<file path="config.mk">
export PLATFORM = sky130hd
export DESIGN_NAME = basic_uptimer
export DESIGN_NICKNAME = d
export VERILOG_FILES = /design/src/rtl/basic_tmr_pkg.sv /design/src/rtl/basic_tmr_div.sv /design/src/rtl/basic_tmr_core.sv /design/src/rtl/basic_tmr_shadow.sv /design/src/rtl/basic_uptimer.sv
export SDC_FILE = /design/constraint.sdc
export NUM_CORES = 1
export LEC_CHECK = 0
export BUFFER_PORTS_ARGS = -buffer_cell sky130_fd_sc_hd__clkbuf_2
export CORE_ASPECT_RATIO = 0.9
export CORE_MARGIN = 2
export CORE_UTILIZATION = 53
export CTS_BUF_LIST = sky130_fd_sc_hd__clkbuf_4 sky130_fd_sc_hd__clkbuf_8 sky130_fd_sc_hd__clkbuf_16
export CTS_CLUSTER_DIAMETER = 40
export DETAILED_ROUTE_END_ITERATION = 10
export PLACE_DENSITY = 0.75
export SYNTH_ARGS = -nofsm -noshare
export SYNTH_HDL_FRONTEND = slang
export SYNTH_SLANG_ARGS = --single-unit
export TNS_END_PERCENT = 10
</file>
<file path="constraint.sdc">
create_clock -name clk_i -period 6.4 [get_ports clk_i]
set_clock_uncertainty 0.1 [all_clocks]
set_input_delay 1.28 -clock clk_i [delete_from_list [all_inputs] [get_ports clk_i]]
set_output_delay 1.28 -clock clk_i [all_outputs]
set_load 0.05 [all_outputs]
</file>
<file path="src/rtl/basic_tmr_pkg.sv">
package basic_tmr_pkg;
  typedef enum logic [2:0] {
    SEL_CTRL  = 3'd0,
    SEL_ENA   = 3'd1,
    SEL_FLAG  = 3'd2,
    SEL_FORCE = 3'd3,
    SEL_DIV   = 3'd4,
    SEL_LIMIT = 3'd5,
    SEL_COUNT = 3'd6
  } tmr_sel_e;

  localparam int unsigned BIT_RUN   = 0;
  localparam int unsigned BIT_NOUPD = 1;
  localparam int unsigned BIT_OVONL = 2;
  localparam int unsigned BIT_SHOT  = 3;
  localparam int unsigned BIT_BUFL  = 7;

  typedef struct packed {
    logic buf_limit;
    logic shot;
    logic ovf_only;
    logic no_upd;
    logic run;
  } tmr_ctrl_t;
endpackage

</file>
<file path="src/rtl/basic_tmr_div.sv">
module basic_tmr_div #(
  parameter int unsigned W = 16
) (
  input  logic         clk_i,
  input  logic         rst_ni,
  input  logic         run_i,
  input  logic         clr_i,
  input  logic [W-1:0] ratio_i,
  output logic         tick_o
);
  logic [W-1:0] cnt_q, cnt_d;
  logic         cnt_en;

  assign tick_o = run_i && (cnt_q == ratio_i);
  assign cnt_en = clr_i || run_i;

  always_comb begin
    cnt_d = cnt_q;
    if (clr_i)       cnt_d = '0;
    else if (tick_o) cnt_d = '0;
    else             cnt_d = cnt_q + 1'b1;
  end

  always_ff @(posedge clk_i or negedge rst_ni) begin
    if (!rst_ni)     cnt_q <= '0;
    else if (cnt_en) cnt_q <= cnt_d;
  end

  // divider frozen while stopped and not cleared
  a_r2_div_hold: assert property (@(posedge clk_i) disable iff (!rst_ni)
    (!run_i && !clr_i) |=> $stable(cnt_q));
endmodule

</file>
<file path="src/rtl/basic_tmr_core.sv">
module basic_tmr_core #(
  parameter int unsigned W = 16
) (
  input  logic         clk_i,
  input  logic         rst_ni,
  input  logic         tick_i,
  input  logic         clr_i,
  input  logic [W-1:0] limit_i,
  output logic [W-1:0] count_o,
  output logic         ovf_o
);
  logic [W-1:0] cnt_q, cnt_d;
  logic         cnt_en;

  assign ovf_o   = tick_i && (cnt_q == limit_i);
  assign count_o = cnt_q;
  assign cnt_en  = clr_i || tick_i;

  always_comb begin
    cnt_d = cnt_q + 1'b1;
    if (clr_i || ovf_o) cnt_d = '0;
  end

  always_ff @(posedge clk_i or negedge rst_ni) begin
    if (!rst_ni)     cnt_q <= '0;
    else if (cnt_en) cnt_q <= cnt_d;
  end

  a_r3_wrap_zero: assert property (@(posedge clk_i) disable iff (!rst_ni)
    ovf_o |=> (cnt_q == '0));
  a_r2_count_hold: assert property (@(posedge clk_i) disable iff (!rst_ni)
    (!tick_i && !clr_i) |=> $stable(cnt_q));
endmodule

</file>
<file path="src/rtl/basic_tmr_shadow.sv">
module basic_tmr_shadow #(
  parameter int unsigned W         = 16,
  parameter logic [W-1:0] RST_VAL  = '0
) (
  input  logic         clk_i,
  input  logic         rst_ni,
  input  logic         wr_i,
  input  logic [W-1:0] wdata_i,
  input  logic         buf_i,
  input  logic         upd_i,
  output logic [W-1:0] pre_o,
  output logic [W-1:0] act_o
);
  logic [W-1:0] pre_q, act_q, act_d;
  logic         act_en;

  always_comb begin
    act_en = 1'b0;
    act_d  = act_q;
    if (wr_i && !buf_i) begin
      act_en = 1'b1;
      act_d  = wdata_i;
    end else if (upd_i && buf_i) begin
      act_en = 1'b1;
      act_d  = pre_q;
    end
  end

  always_ff @(posedge clk_i or negedge rst_ni) begin
    if (!rst_ni) begin
      pre_q <= RST_VAL;
      act_q <= RST_VAL;
    end else begin
      if (wr_i)   pre_q <= wdata_i;
      if (act_en) act_q <= act_d;
    end
  end

  assign pre_o = pre_q;
  assign act_o = act_q;

  // buffered value only moves on an update event
  a_r5_buffered_stable: assert property (@(posedge clk_i) disable iff (!rst_ni)
    (buf_i && !upd_i) |=> $stable(act_q));
endmodule

</file>
<file path="src/rtl/basic_uptimer.sv">
module basic_uptimer
  import basic_tmr_pkg::*;
#(
  parameter int unsigned CNT_W = 16
) (
  input  logic             clk_i,
  input  logic             rst_ni,
  input  logic             wr_en_i,
  input  logic [2:0]       addr_i,
  input  logic [CNT_W-1:0] wdata_i,
  output logic [CNT_W-1:0] rdata_o,
  input  logic             slave_upd_i,
  output logic [CNT_W-1:0] count_o,
  output logic             irq_o,
  output logic             dma_o
);
  localparam logic [CNT_W-1:0] LIMIT_RST = {CNT_W{1'b1}};

  tmr_ctrl_t        ctrl_q, ctrl_d;
  logic [1:0]       ena_q;
  logic             flag_q, flag_d;
  logic             irq_q, dma_q;
  logic             wr_ctrl, wr_ena, wr_flag, wr_force, wr_div, wr_limit;
  logic             force_upd, clr_cnt, upd_evt, req, ovf, tick;
  logic [CNT_W-1:0] div_pre, div_act, lim_pre, lim_act, cnt;

  assign wr_ctrl  = wr_en_i && (addr_i == SEL_CTRL);
  assign wr_ena   = wr_en_i && (addr_i == SEL_ENA);
  assign wr_flag  = wr_en_i && (addr_i == SEL_FLAG);
  assign wr_force = wr_en_i && (addr_i == SEL_FORCE);
  assign wr_div   = wr_en_i && (addr_i == SEL_DIV);
  assign wr_limit = wr_en_i && (addr_i == SEL_LIMIT);

  assign force_upd = wr_force && wdata_i[0];
  assign clr_cnt   = force_upd || slave_upd_i;
  assign upd_evt   = !ctrl_q.no_upd && (ovf || clr_cnt);
  assign req       = upd_evt && (!ctrl_q.ovf_only || ovf);

  basic_tmr_div #(.W(CNT_W)) div_i (
    .clk_i, .rst_ni, .run_i(ctrl_q.run), .clr_i(clr_cnt),
    .ratio_i(div_act), .tick_o(tick)
  );

  basic_tmr_core #(.W(CNT_W)) core_i (
    .clk_i, .rst_ni, .tick_i(tick), .clr_i(clr_cnt),
    .limit_i(lim_act), .count_o(cnt), .ovf_o(ovf)
  );

  basic_tmr_shadow #(.W(CNT_W), .RST_VAL('0)) div_sh_i (
    .clk_i, .rst_ni, .wr_i(wr_div), .wdata_i, .buf_i(1'b1),
    .upd_i(upd_evt), .pre_o(div_pre), .act_o(div_act)
  );

  basic_tmr_shadow #(.W(CNT_W), .RST_VAL(LIMIT_RST)) lim_sh_i (
    .clk_i, .rst_ni, .wr_i(wr_limit), .wdata_i, .buf_i(ctrl_q.buf_limit),
    .upd_i(upd_evt), .pre_o(lim_pre), .act_o(lim_act)
  );

  always_comb begin
    ctrl_d = ctrl_q;
    if (wr_ctrl) begin
      ctrl_d.run       = wdata_i[BIT_RUN];
      ctrl_d.no_upd    = wdata_i[BIT_NOUPD];
      ctrl_d.ovf_only  = wdata_i[BIT_OVONL];
      ctrl_d.shot      = wdata_i[BIT_SHOT];
      ctrl_d.buf_limit = wdata_i[BIT_BUFL];
    end
    if (upd_evt && ctrl_q.shot) ctrl_d.run = 1'b0;
  end

  always_comb begin
    flag_d = flag_q;
    if (upd_evt)                     flag_d = 1'b1;
    else if (wr_flag && !wdata_i[0]) flag_d = 1'b0;
  end

  always_ff @(posedge clk_i or negedge rst_ni) begin
    if (!rst_ni) begin
      ctrl_q <= '0;
      ena_q  <= '0;
      flag_q <= 1'b0;
      irq_q  <= 1'b0;
      dma_q  <= 1'b0;
    end else begin
      ctrl_q <= ctrl_d;
      flag_q <= flag_d;
      irq_q  <= req && ena_q[0];
      dma_q  <= req && ena_q[1];
      if (wr_ena) ena_q <= wdata_i[1:0];
    end
  end

  always_comb begin
    rdata_o = '0;
    case (addr_i)
      SEL_CTRL: begin
        rdata_o[BIT_RUN]   = ctrl_q.run;
        rdata_o[BIT_NOUPD] = ctrl_q.no_upd;
        rdata_o[BIT_OVONL] = ctrl_q.ovf_only;
        rdata_o[BIT_SHOT]  = ctrl_q.shot;
        rdata_o[BIT_BUFL]  = ctrl_q.buf_limit;
      end
      SEL_ENA:   rdata_o[1:0] = ena_q;
      SEL_FLAG:  rdata_o[0]   = flag_q;
      SEL_DIV:   rdata_o      = div_pre;
      SEL_LIMIT: rdata_o      = lim_pre;
      SEL_COUNT: rdata_o      = cnt;
      default:   rdata_o      = '0;
    endcase
  end

  assign count_o = cnt;
  assign irq_o   = irq_q;
  assign dma_o   = dma_q;

  a_r6_shot_stop: assert property (@(posedge clk_i) disable iff (!rst_ni)
    (upd_evt && ctrl_q.shot && !wr_ctrl) |=> !ctrl_q.run);
  a_r7_no_flag_when_off: assert property (@(posedge clk_i) disable iff (!rst_ni)
    $rose(flag_q) |-> !$past(ctrl_q.no_upd));
  a_r10_flag_clear_cause: assert property (@(posedge clk_i) disable iff (!rst_ni)
    $fell(flag_q) |-> $past(wr_flag && !wdata_i[0]));
  a_r11_irq_needs_enable: assert property (@(posedge clk_i) disable iff (!rst_ni)
    irq_o |-> $past(ena_q[0]));
  a_r9_filter_blocks: assert property (@(posedge clk_i) disable iff (!rst_ni)
    (ctrl_q.ovf_only && !ovf) |=> (!irq_o && !dma_o));
endmodule

</file>
==> impl_results.md <==
- Setup violators final: 0
- Post-CTS setup buffers: 0
- CTS root buf: clkbuf_16
- CORE AREA: 10200 um^2
- Port Buffers: 56
- Final Cycle Share: 0.760
- CTS tree: yes
- Most common library cells after synthesis: dfrtp_1, xnor2_1, nor2_1
- DPL Wire Length: roughly 9.3 mm
- Number of H-tree levels: 3
- Syn_nets: ~520
- Most instantiated library cell after synthesis: dfrtp_1
- Final wirelength: 12.9 mm
- Async SR Flop Fraction: 1.00
- Clock Latency Late Sink: 350 ps
- Worst hold-check path type: reg2reg
- Mapped Cells: 498
- Synth Register Bits: 106
- Crit-path max FO: 27
- CP Class: in2out
- First-pass GRT wire length: 21.1 mm
- Multi-input gate area: about 2700 um^2
- Hold buffers post-CTS: 0
- # fillers: 850
- Post-synthesis sequential area ratio: 0.485
- Synth area leader: dfrtp_1
- Max Fclk: 205 MHz
- Diode count: 0
- Number of synthesized flops with an enable pin: 0
- Drt via density: 5.83
- RSZ-0062 raised after global routing: no
- Top cell type's share of synthesized area: 0.334
- Initial antenna violation count: 0
- Max_cap viols: 0
- Core Rows: 35
- Total gr overflow: 0
- Die X: 112 um
- Vias in the first global route: between 4000 and 5000
- Worst EP arrival: 3490 ps
- DRT iter0 DRCs: 277
- Worst Path Required: ~5000 ps
- PwrDens: 330 nW/um^2
- Predominant post-synthesis flop cell: dfrtp_1
- Post-CTS Resized: 0
- Vias: between 3000 and 4000
- Synth-to-Final Area Change: 11.8%
- Average wire per standard cell: about 19 um
- Crit path capture type: primary output
- Post-route ant nets: 0
- Crit path time final: 4870 ps
- Starting density of the core: 0.544
- Router iterations before antenna repair: 5
- Die footprint: 11300 um^2
- Register area: 2690 um^2
- Largest net degree at the start of global routing: 76
- Post-synthesis cell type count: 56
- Total GRT Usage: 0.239
- Fin. max-slew vios: 0
- Hold Slack: 372 ps
- VDD IR max: between 200 and 250 uV
- Synthesized area: about 5600 um^2
- Largest cells by area after synthesis: dfrtp_1, dfstp_2, mux2_2, xnor2_1, mux2i_1
- CTS Buffer Depth: 2
- Clock-pin slew on the worst setup and hold paths: 70 ps
- Worst-margin pin slew: 1230 ps
- Die height: 101 um
- Yosys warnings: 0
- Leakage power: 0.00259 uW
- Worst setup SP type: primary input
- DRC viols: 0
- Num ports: 57
- Final hold vios: 0
- Status: completed
- Avg Cell Area, Syn: approximately 11 um^2
- CTS buffer count: 9
- Rel. slew slack: 0.177
- Pre-CTS WS: 1590 ps
- Final WS setup: approximately 1500 ps
- Final GP Congestion: between 0.8 and 0.9
- Nets: about 570
- Layout cell share with drive strength beyond 1: 0.326
- TNS Setup: 0 ps
- Clock sinks: 106
-- power breakdown --
group | leakage [uW] | switching [uW] | internal (uW)
registers | 0.00129 | 131 | 873
clock network | 0.000146 | 246 | 321
logic | 0.00115 | 232 | 249
total | 0.00259 | 608 | 1440
-- final timing paths --
path / startpoint / to / slack [ps] / cells past startpoint
worst max-delay path: addr_i[0] / rdata_o[1] / 1530 / 7
worst min-delay path: ctrl_q[3]$_DFFE_PN0P_ / ctrl_q[0]$_DFFE_PN0P_ / 370 / 1
worst max register to register: core_i.count_o[10]$_DFFE_PN0P_ / div_sh_i.act_o[3]$_DFFE_PN0P_ / 3440 / 6
worst min register to register: ctrl_q[3]$_DFFE_PN0P_ / ctrl_q[0]$_DFFE_PN0P_ / 370 / 1
max in group asynchronous: rst_ni / div_i.cnt_q[10]$_DFFE_PN0P_ / 4180 / 2
min in group asynchronous: rst_ni / div_sh_i.pre_o[4]$_DFFE_PN0P_ / 770 / 1
-- critical path, cell delays in order --
cell and delay [ps]:
clkbuf_2 440, nor2b_1 1040, nand2_1 100, o21ai_0 110
nand2_1 80, o31ai_1 100, clkbuf_2 320
-- cells in the final DEF, fill, tap and decap left out, types with 2 or more instances in the layout --
cell type   count
dfrtp_1        74
clkbuf_2       55
xnor2_1        48
nor2_1         47
mux2_2         46
dfstp_2        32
mux2i_1        30
nand2_1        28
o21ai_0        18
nand3_1        18
a21oi_1        16
and2_1         14
nand4_1        11
xor2_1         10
a211oi_1        9
clkbuf_16       9
mux2_4          8
inv_1           7
or3_1           5
o221a_2         5
buf_4           4
a31oi_1         3
and3_1          3
and4_1          3
nand2b_1        3
nor2b_1         2
o31ai_1         2
a2111oi_0       2
ha_1            2
clkinvlp_4      2
-- metrics by stage --
step / instances / utilization / power (uW) / instance area (um^2)
floorplan: 498 / - / 1350 / 5550
global placement: 659 / 0.578 / 1470 / 5900
detailed placement: 659 / 0.578 / 1490 / 5900
CTS: 675 / 0.608 / 2060 / 6210
global route: 675 / 0.608 / 2150 / 6210
finish: 675 / 0.608 / 2050 / 6210
-- routing by layer --
layer	GRT usage	part of all wire	up-vias	wire length, um
met3	0.0679	0.053	9	690
li1	-	-	1833	-
met5	0	0	-	0
met2	0.396	0.49	111	6340
met4	0.0513	0.010	0	130
met1	0.319	0.45	1980	5770
-- cell type report --
cell class	count	area share
clock buffer	11	0.0397
timing repair buffer	59	0.0492
clock inverter	5	0.0101
sequential	106	0.434
inverter	7	0.00423
tap	129	0.0260
multi-input combinational	358	0.437
-- registers in the layout, indices dropped and copies added (netlist names) --
signal and flops:
flag_q 1, div_sh_i.pre_o 16, ctrl_q 5, ena_q 2
core_i.count_o 16, lim_sh_i.pre_o 16, div_i.cnt_q 16, dma_o 1
irq_o 1, lim_sh_i.act_o 16, div_sh_i.act_o 16
-- cell families (layout without fill, tap and decap cells) --
logic type | count (synthesis) | in the layout | share of synthesized area
buffers and inverters | 34 | 82 | 0.0302
flip-flops | 106 | 106 | 0.485
XOR/XNOR | 59 | 59 | 0.0944
AND/OR/NAND/NOR | 148 | 148 | 0.137
adder cells (fa/ha/maj) | 2 | 2 | 0.00451
AO/OA/AOI/OAI | 65 | 65 | 0.0798
multiplexers | 84 | 84 | 0.169
Power figures use the tool's default switching activity.
